**config.mk**
```make
export PLATFORM = sky130hd
export DESIGN_NAME = msg_block_padder
export DESIGN_NICKNAME = d
export VERILOG_FILES = /design/src/rtl/sha_pad_pkg.sv /design/src/rtl/pad_len_counter.sv /design/src/rtl/pad_block_buffer.sv /design/src/rtl/pad_sequencer.sv /design/src/rtl/msg_block_padder.sv
export SDC_FILE = /design/constraint.sdc
export NUM_CORES = 2
export LEC_CHECK = 0
export BUFFER_PORTS_ARGS = -buffer_cell sky130_fd_sc_hd__buf_2
export CELL_PAD_IN_SITES_DETAIL_PLACEMENT = 1
export CELL_PAD_IN_SITES_GLOBAL_PLACEMENT = 1
export CORE_AREA = 3 3 411 413
export CTS_CLUSTER_DIAMETER = 80
export DETAILED_ROUTE_END_ITERATION = 10
export DIE_AREA = 0 0 414 416
export GPL_TIMING_DRIVEN = 0
export PLACE_DENSITY = 0.61
export SETUP_SLACK_MARGIN = 0.4
export SLEW_MARGIN = 20
export SYNTH_ARGS = -nofsm -noshare
export SYNTH_HDL_FRONTEND = slang
export SYNTH_SLANG_ARGS = --single-unit
```
**constraint.sdc**
```tcl
create_clock -name clk -period 11.9 [get_ports clk]
set_clock_uncertainty 0.15 [all_clocks]
set_input_delay 0.595 -clock clk [delete_from_list [all_inputs] [get_ports clk]]
set_output_delay 0.595 -clock clk [all_outputs]
set_load 0.01 [all_outputs]
```
**src/rtl/sha_pad_pkg.sv**
```systemverilog
package sha_pad_pkg;

  typedef enum logic [1:0] {
    ST_LOAD  = 2'd0,
    ST_PAD   = 2'd1,
    ST_FLUSH = 2'd2
  } pad_state_e;

  // Zero bytes placed between the 0x80 marker and the length field, given
  // the fill level before the marker. blk must be a power of two; the
  // length field takes blk/8 bytes.
  function automatic int unsigned zero_run(int unsigned used, int unsigned blk);
    return (blk - (blk / 8) - 1 - used) & (blk - 1);
  endfunction

endpackage

```
**src/rtl/pad_len_counter.sv**
```systemverilog
module pad_len_counter #(
  parameter int HI_W = 64,
  parameter int LO_W = 64
) (
  input  logic            clk,
  input  logic            rst_n,
  input  logic            clr,
  input  logic            inc,
  output logic [HI_W-1:0] hi_q,
  output logic [LO_W-1:0] lo_q
);

  logic [LO_W-1:0] lo_sum;
  logic            lo_carry;

  assign {lo_carry, lo_sum} = {1'b0, lo_q} + (LO_W + 1)'(8);

  always_ff @(posedge clk) begin
    if (!rst_n || clr) begin
      hi_q <= '0;
      lo_q <= '0;
    end else if (inc) begin
      lo_q <= lo_sum;
      hi_q <= hi_q + HI_W'(lo_carry);
    end
  end


  carry_into_hi_chk: assert property (@(posedge clk) disable iff (!rst_n)
    (inc && !clr && (lo_q[LO_W-1:3] == '1)) |=> (hi_q == $past(hi_q) + HI_W'(1)));


  no_spurious_carry_chk: assert property (@(posedge clk) disable iff (!rst_n)
    (inc && !clr && (lo_q[LO_W-1:3] != '1)) |=> $stable(hi_q));

endmodule

```
**src/rtl/pad_block_buffer.sv**
```systemverilog
module pad_block_buffer #(
  parameter int BLK_BYTES = 128,
  localparam int FILL_W = $clog2(BLK_BYTES + 1),
  localparam int DATA_W = BLK_BYTES * 8
) (
  input  logic              clk,
  input  logic              rst_n,
  input  logic              clr,
  input  logic              wr_en,
  input  logic [7:0]        wr_byte,
  input  logic              take,
  output logic [DATA_W-1:0] data_q,
  output logic [FILL_W-1:0] fill_q,
  output logic              full
);

  logic [31:0] wr_lsb;

  assign full   = (fill_q == FILL_W'(BLK_BYTES));
  assign wr_lsb = (32'(BLK_BYTES) - 32'd1 - 32'(fill_q)) << 3;

  always_ff @(posedge clk) begin
    if (!rst_n) begin
      fill_q <= '0;
      data_q <= '0;
    end else if (clr) begin
      fill_q <= '0;
    end else if (take && full) begin
      fill_q <= '0;
    end else if (wr_en && !full) begin
      data_q[wr_lsb +: 8] <= wr_byte;
      fill_q <= fill_q + FILL_W'(1);
    end
  end


  no_write_when_full_chk: assert property (@(posedge clk) disable iff (!rst_n)
    wr_en |-> !full);


  fill_bound_chk: assert property (@(posedge clk) disable iff (!rst_n)
    fill_q <= FILL_W'(BLK_BYTES));

endmodule

```
**src/rtl/pad_sequencer.sv**
```systemverilog
module pad_sequencer
  import sha_pad_pkg::*;
#(
  parameter int BLK_BYTES = 128,
  parameter int HI_W = 64,
  parameter int LO_W = 64,
  localparam int FILL_W = $clog2(BLK_BYTES + 1),
  localparam int FIELD_B = BLK_BYTES / 8,
  localparam int HALF_W = FIELD_B * 4,
  localparam int CNT_W = $clog2(2 * BLK_BYTES)
) (
  input  logic              clk,
  input  logic              rst_n,
  input  logic              restart,
  input  logic              step,
  input  logic [FILL_W-1:0] fill,
  input  logic [HI_W-1:0]   len_hi,
  input  logic [LO_W-1:0]   len_lo,
  output logic [7:0]        pad_byte,
  output logic              pad_last
);

  logic [CNT_W-1:0]    k_q;
  logic [CNT_W-1:0]    total_q;
  logic [CNT_W-1:0]    total_now;
  logic [CNT_W-1:0]    len_start;
  logic [CNT_W-1:0]    field_idx;
  logic [2*HALF_W-1:0] field;
  logic [2*HALF_W-1:0] field_sh;

  // Total pad bytes is decided when the marker goes out and held after.
  assign total_now = (k_q == '0)
    ? CNT_W'(FIELD_B + 1 + zero_run(32'(fill), BLK_BYTES))
    : total_q;
  assign len_start = total_now - CNT_W'(FIELD_B);
  assign field_idx = k_q - len_start;
  assign field     = {HALF_W'(len_hi), HALF_W'(len_lo)};
  assign field_sh  = field << {field_idx, 3'b000};
  assign pad_last  = (k_q == total_now - CNT_W'(1));

  always_comb begin
    if (k_q == '0)
      pad_byte = 8'h80;
    else if (k_q >= len_start)
      pad_byte = field_sh[2*HALF_W-1 -: 8];
    else
      pad_byte = 8'h00;
  end

  always_ff @(posedge clk) begin
    if (!rst_n || restart) begin
      k_q     <= '0;
      total_q <= '0;
    end else if (step) begin
      if (k_q == '0)
        total_q <= total_now;
      k_q <= pad_last ? '0 : k_q + CNT_W'(1);
    end
  end

endmodule

```
**src/rtl/msg_block_padder.sv**
```systemverilog
module msg_block_padder
  import sha_pad_pkg::*;
#(
  parameter int BLK_BYTES = 128,
  parameter int LEN_HI_W = 64,
  parameter int LEN_LO_W = 64,
  localparam int DATA_W = BLK_BYTES * 8,
  localparam int FILL_W = $clog2(BLK_BYTES + 1)
) (
  input  logic              clk,
  input  logic              rst_n,
  input  logic              init,
  input  logic              in_valid,
  output logic              in_ready,
  input  logic [7:0]        in_byte,
  input  logic              in_keep,
  input  logic              in_last,
  output logic              blk_valid,
  input  logic              blk_ready,
  output logic [DATA_W-1:0] blk_data,
  output logic              blk_final
);

  pad_state_e            st_q;
  logic                  full;
  logic [FILL_W-1:0]     fill;
  logic [LEN_HI_W-1:0]   len_hi;
  logic [LEN_LO_W-1:0]   len_lo;
  logic [7:0]            pad_byte;
  logic                  pad_last;

  // Named internal events
  logic accept;
  logic data_wr;
  logic pad_step;
  logic take;
  logic msg_end;
  logic final_take;

  assign in_ready   = (st_q == ST_LOAD) && !full;
  assign accept     = in_valid && in_ready;
  assign data_wr    = accept && in_keep;
  assign msg_end    = accept && in_last;
  assign pad_step   = (st_q == ST_PAD) && !full;
  assign take       = full && blk_ready;
  assign final_take = take && (st_q == ST_FLUSH);
  assign blk_valid  = full;
  assign blk_final  = (st_q == ST_FLUSH);

  always_ff @(posedge clk) begin
    if (!rst_n || init) begin
      st_q <= ST_LOAD;
    end else begin
      unique case (st_q)
        ST_LOAD:  if (msg_end) st_q <= ST_PAD;
        ST_PAD:   if (pad_step && pad_last) st_q <= ST_FLUSH;
        ST_FLUSH: if (take) st_q <= ST_LOAD;
        default:  st_q <= ST_LOAD;
      endcase
    end
  end

  pad_block_buffer #(.BLK_BYTES(BLK_BYTES)) buf_i (
    .clk     (clk),
    .rst_n   (rst_n),
    .clr     (init),
    .wr_en   (data_wr || pad_step),
    .wr_byte (pad_step ? pad_byte : in_byte),
    .take    (take),
    .data_q  (blk_data),
    .fill_q  (fill),
    .full    (full)
  );

  pad_len_counter #(.HI_W(LEN_HI_W), .LO_W(LEN_LO_W)) len_i (
    .clk   (clk),
    .rst_n (rst_n),
    .clr   (init || final_take),
    .inc   (data_wr),
    .hi_q  (len_hi),
    .lo_q  (len_lo)
  );

  pad_sequencer #(.BLK_BYTES(BLK_BYTES), .HI_W(LEN_HI_W), .LO_W(LEN_LO_W)) seq_i (
    .clk      (clk),
    .rst_n    (rst_n),
    .restart  (init || msg_end),
    .step     (pad_step),
    .fill     (fill),
    .len_hi   (len_hi),
    .len_lo   (len_lo),
    .pad_byte (pad_byte),
    .pad_last (pad_last)
  );


  blk_hold_chk: assert property (@(posedge clk) disable iff (!rst_n)
    (blk_valid && !blk_ready && !init) |=> (blk_valid && $stable(blk_data)));


  pad_align_chk: assert property (@(posedge clk) disable iff (!rst_n)
    (pad_step && pad_last) |-> (fill == FILL_W'(BLK_BYTES - 1)));


  len_frozen_chk: assert property (@(posedge clk) disable iff (!rst_n)
    ((st_q == ST_PAD) && !init) |=> ($stable(len_hi) && $stable(len_lo)));


  final_has_block_chk: assert property (@(posedge clk) disable iff (!rst_n)
    blk_final |-> blk_valid);


  init_clears_chk: assert property (@(posedge clk) disable iff (!rst_n)
    init |=> (in_ready && !blk_valid && (len_hi == '0) && (len_lo == '0)));

endmodule

```
Word level (Yosys, flattened, before mapping)
Index checks and enable logic that the tools add are counted.

operators by class
  add/sub/neg operators = 11
  order comparisons = 1
  eq/ne operators = 7
  shift-type cells = 3
  multiplexer cells = 10
  bitwise gates (word level) = 3
  reduce and logical (&&, ||, !) cells = 24

operators with widths
  operator                   number
  $bwmux 1024                1
  $shift 8x34->1024 const A  1
  $shiftx 8x34->1024         1
  $shl 128x11->128           1
  $add 64x4->65 const B      1
  $add 64x1->64              1
  $mux 8                     5
  $neg 32->34                1
  $add 8x1->8 const B        2
  $logic_and 1x1->1          10
  $sub 7x8->9 const A        1
  $add 5x7->8 const A        1
  $eq 8x8->1                 1
  $eq 8x8->1 const B         1
  $ge 8x8->1                 1
  $logic_not 8->1            1
  $sub 8x1->8 const B        1
  $sub 8x5->8 const B        1
  $sub 8x8->8                1
  $sub 7x7->7 const A        1
  $logic_or 1x1->1           6
  $mux 2                     3
  $pmux 2 s3                 1
  $reduce_and 3->1           2
  other kinds (9)            13

storage, ports and cells
  bits in registers = 1178
  input bits = 15
  logic and storage cells = 66

Logic depth before layout (Yosys ltp)
  depth in word-level cells = 11
  mapped depth = 21

Hierarchy
From an unflattened synthesis, not the netlist that was laid out.

second synthesis, totals
  cell total of the unflattened synthesis = 5081
  area total of the unflattened synthesis = 49608.8 sq um

by module, submodules not included
  module            times used  cells each  area each (sq um)
  pad_block_buffer  1           4028        40605.2
  pad_len_counter   1           734         5999.5
  pad_sequencer     1           291         2747.6
  msg_block_padder  1           28          256.5

Least setup slack after synthesis
OpenSTA, ideal clock, no wires.

  path kind = reg2reg
  start = register buf_i.fill_q[0]
  end = register buf_i.data_q[103]
  library setup time = 0.117 ns
  arrival time = 4.594 ns
  data required time = 11.633 ns
  path slack = 7.039 ns
  stages on the path, launching flop included = 16
  cell sequence = dfxtp_1 -> buf_2 -> clkinv_1 -> ha_1 -> clkbuf_1 -> clkbuf_1 -> mux2i_1 -> fa_1 -> buf_2 -> buf_1 -> mux4_2 -> mux4_2 -> a31o_2 -> buf_2 -> buf_2 -> a32o_1

on the way
  elaborated cells between the ends (all ways) = 27
  those cells by class = add/sub: 6; order compare: 1; eq/ne: 1; shift: 3; mux: 5; bitwise: 1; reduce/logical: 10

RTL lines
  item                                                            line                    RTL
  from (decl)                                                     pad_block_buffer.sv:13  output logic [FILL_W-1:0] fill_q,
  from (signal assigned)                                          pad_block_buffer.sv:32  fill_q <= fill_q + FILL_W'(1);
  $sub 7x8->9 (*)                                                 pad_block_buffer.sv:20  assign wr_lsb = (32'(BLK_BYTES) - 32'd1 - 32'(fill_q)) << 3;
  net buf_i.wr_lsb[3]                                             pad_block_buffer.sv:17  logic [31:0] wr_lsb;
  $neg 32->34 (*)                                                 pad_block_buffer.sv:31  data_q[wr_lsb +: 8] <= wr_byte;
  $shiftx 8x34->1024 / $shift 8x34->1024 (equally long branches)  pad_block_buffer.sv:31
  $bwmux 1024 (*)                                                 pad_block_buffer.sv:31
  to (signal, indexed assignment)                                 pad_block_buffer.sv:31
  to (decl)                                                       pad_block_buffer.sv:12  output logic [DATA_W-1:0] data_q,

The timed path passes the listed nets; every way through them passes the cells marked *.
A chain may end at the register's enable or synchronous reset.

Final worst setup path
  start = register buf_i.fill_q[0]
  end = register buf_i.data_q[947]

The elaborated chain is that of the path after synthesis.

==> flow_summary.ini <==
[worst_setup_path]
worst-r2r-cell-count = 15
worst_ep_arrival_time_ns = 7.96
crit_path_max_fanout = 10
worst_ep_required_time_ns = 12.41
start_kind = flop
slowest_delay_ns = 0.67
critical_path.n_buffers_inverters = 8
critical_path.reg2reg.startpoint = buf_i.fill_q[0]
rr_endpoint = buf_i.data_q[947]
timing.critical_path.cells = buf_2 > clkinv_1 > ha_1 > clkbuf_1 > clkbuf_1 > mux2i_1 > fa_1 > buf_2 > clkbuf_1 > mux4_2 > mux4_2 > a41oi_2 > buf_2 > buf_2 > o21ai_0
timing_worst_setup_path_type = reg -> reg
critPathTopFamily = buffers and inverters
cpMaxStageDelayCell = mux4_2
r2r_slack_ns = 4.45
cp-end-kind = flop
crit_top_cell = buf_2

[logic_synthesis]
avgSynthCellArea_um2 = 8.87
syn_area_um2 = 43600
netlist_top_cells_count = dfxtp_1 (1175), nand2_1 (1012), o21ai_0 (891), a21oi_1 (234), nor2_1 (201)
post-synth-top-area-fraction_pct = 54.0
number_of_synthesized_flops_with_an_enable_pin = 0
post_synth_inst_count = 4912
synth.yosys.seq_area_share_pct = 54.0
yosys.cell_count.top_type = dfxtp_1
post_synth_fa_ha_maj_area_fraction_pct = 0.878
synth-seq-cells = 1175
post_synth_main_area_contributors = dfxtp_1 (54%), o21ai_0 (10%), nand2_1 (8.7%), a21oi_1 (2.7%), o211ai_1 (2.3%)
synth_cell_type_count = 79
dominant_combinational_cell_family_by_area_after_synthesis = compound AO/OA/AOI/OAI gates
synth_simple_gate_area_share_pct = 16.6
synth_async_sr_flop_share_pct = 0
synthXorXnorAreaFrac_pct = 2.75
yosysTopAreaCell = dfxtp_1
synthesis.nets = 4957
total_of_warnings_raised_by_yosys = 0
synthMuxAreaShare_pct = 2.08
synth-compound-area-share_pct = 20.2
synth_ff_type = dfxtp_1

[clock_tree]
cts-root-to-sink-buffers = 3
cts_hold_buf = 0
tritoncts.num_buffers = 140
post_cts_resize_count = 0
cts.htree.levels = 4
cts.repair_timing.setup_buffer_count = 0
path_clk_slew_ns = 0.06
clock_tree.root_cell = clkbuf_16
cts_tree = yes
clk_latency_ns = 0.80
cts.sinks = 1175

[floorplanning]
initial_utilization_pct = 26.4
core_region_area_um2 = 165000
top_level_ports = 1042
total_die_area_um2 = 172000
std_cell_rows = 149
die_h_um = 416
chipWidth_um = 414

[finish]
post_route_cells_drive_above_1_share_pct = 24.8
final_cell_area_um2 = 56500
multiInputGateArea_um2 = 18600
post-route-util_pct = 34.2
fillCellCount = 19600
total_number_of_nets_in_the_final_design = 6149
syn_to_final_growth_pct = 29.6
seq_area_um2 = 23500

[pwr]
leakage_nw = 23.2
pwr_density_cell_nw_per_um2 = 155
power_w = 0.00876
power.ir.vdd_worst_mv = 0.145

[place]
placement.cell_area_um2 = 51800
portBuffers = 1040
routabilityCongestion = 0.895
post-place-ws_ns = 4.67
detailed_placement_wirelength_estimate_um = 203000

[run_status]
run_status = finished clean

[drt]
initialDrtViolationCount = 3628
vias_per_cell = 5.28
drc_errors = 0
postRouteAntennaNets = 0
drt_pre_antenna_iters = 5
sum_of_routed_wire_length_over_all_layers_um = 260000
drt-wirelength-per-cell_um = 30.9
route.vias.total = 44400

[grt]
grt_max_degree = 17
grt_first_pass_wirelength_um = 355000
grt_util_met3_pct = 7.28
grt_busiest_layer = met2
grt.total_usage_pct = 28.9
grt_antenna_before_repair = 26
global_route.usage.met1_pct = 34.2
grt_pass1_vias = 42800
grt.overflow.total = 0
global_route.usage.met2_pct = 48.3

[sta]
final_sum_of_negative_setup_slack_ns = 0
timing.slew.headroom_pct = 17.9
finalWorstPathRequiredPeriod_ns = 7.45
finalHoldViolCount = 0
final.setup.worst_slack_ns = 4.45
fmax_ghz = 0.134
slew_viol_final = 0
rsz0062_at_grt = no
worst_slew_pin_slew_ns = 1.23
finalSetupViolations = 0
timing.final.crit_share_pct = 62.6

[flow_run]
maxCapViolCount = 0

[hold_path]
worst_hold_startpoint = in_valid
hold_depth = 4
hold_path_class = in -> reg
min_delay_worst_endpoint = st_q[0]
-- how the worst max path moves through the flow --
| stage | startpoint | end | depth (start not counted) |
|---|---|---|---|
| 2_1_floorplan | buf_i.fill_q[0] | buf_i.data_q[103] | 15 |
| 3_5_place_dp | buf_i.fill_q[0] | buf_i.data_q[942] | 15 |
| 5_1_grt | buf_i.fill_q[0] | buf_i.data_q[955] | 15 |
| 6_report | buf_i.fill_q[0] | buf_i.data_q[947] | 15 |
| 4_1_cts | buf_i.fill_q[0] | buf_i.data_q[947] | 15 |
| 3_3_place_gp | buf_i.fill_q[0] | buf_i.data_q[87] | 14 |
-- logic make-up after synthesis --
| group | count (synthesis) |
|---|---|
| and+or+nand+nor | 1659 |
| muxes | 44 |
| buffers and inverters | 354 |
| adders and majority gates | 30 |
| xor gates and xnor gates | 136 |
| DFF | 1175 |
| AOI/OAI and AO/OA | 1514 |
-- final cells by class --
type | instances | share of cell area, %
antenna | 10 | 0.0443
buffer | 315 | 2.50
clock buffer | 193 | 7.14
clock inverter | 51 | 1.12
inverter | 39 | 0.259
multi-input combinational | 3383 | 33.0
sequential | 1175 | 41.6
tap | 2189 | 4.85
timing repair buffer | 1050 | 9.50
-- sequential cells by signal (all words and copies together), names as in the netlist --
name,count
seq_i.total_q,8
st_q,2
buf_i.data_q,1024
buf_i.fill_q,8
len_i.hi_q,64
seq_i.k_q,8
len_i.lo_q,61
-- through the flow --
step	cells	hold WS [ns]
after CTS	8395	0.0313
after global routing	8395	0.0795
after detailed placement	8151	0.287
after global placement	8141	0.279
after floorplan	4912	0.286
final	8405	0.0915
-- where the power goes --
part	switching (W)	internal, W	total [W]
logic	0.000329	0.0000744	0.000403
registers	0.00000300	0.00394	0.00394
clock network	0.00184	0.00258	0.00442
total	0.00217	0.00659	0.00876
-- cells in the final DEF, fill, tap and decap left out, types with 8 or more instances in the layout --
master,count
a32o_1,46
clkbuf_1,173
and3_1,31
a211oi_1,18
nand4_1,50
clkbuf_8,29
and2_1,9
inv_1,38
nand3_1,188
clkbuf_2,25
clkinv_2,21
mux4_2,37
dfxtp_1,1175
clkbuf_16,142
o221ai_1,23
ha_1,29
or3_1,25
bufinv_16,9
and4_1,19
nor2_2,27
o21a_1,99
a21o_1,8
nor4_1,18
o211ai_1,136
xnor2_1,71
nor2_1,183
xor2_1,64
nand2_1,1009
nor3_1,28
nand2b_1,12
buf_1,10
buf_2,1154
nor2b_1,14
o21ai_0,891
buf_4,15
diode_2,10
a21oi_1,234
-- worst reg2reg max path, delay by kind of cell (launching register included) --
family / cells / cell delay [ns]
multiplexers: 3 / 1.46
buffers and inverters: 8 / 3.36
AO/OA/AOI/OAI: 2 / 0.84
flip-flops: 1 / 0.47
adder cells (fa/ha/maj): 2 / 1.04
-- metal layers --
layer  vias up  wire length, um  share of wire, %
li1      19600                -                 -
met1     22500           101000                39
met2      1766           123000                47
met3       477            20100               7.8
met4         4            15700               6.0
met5         -               27             0.010
Power figures use the tool's default switching activity.
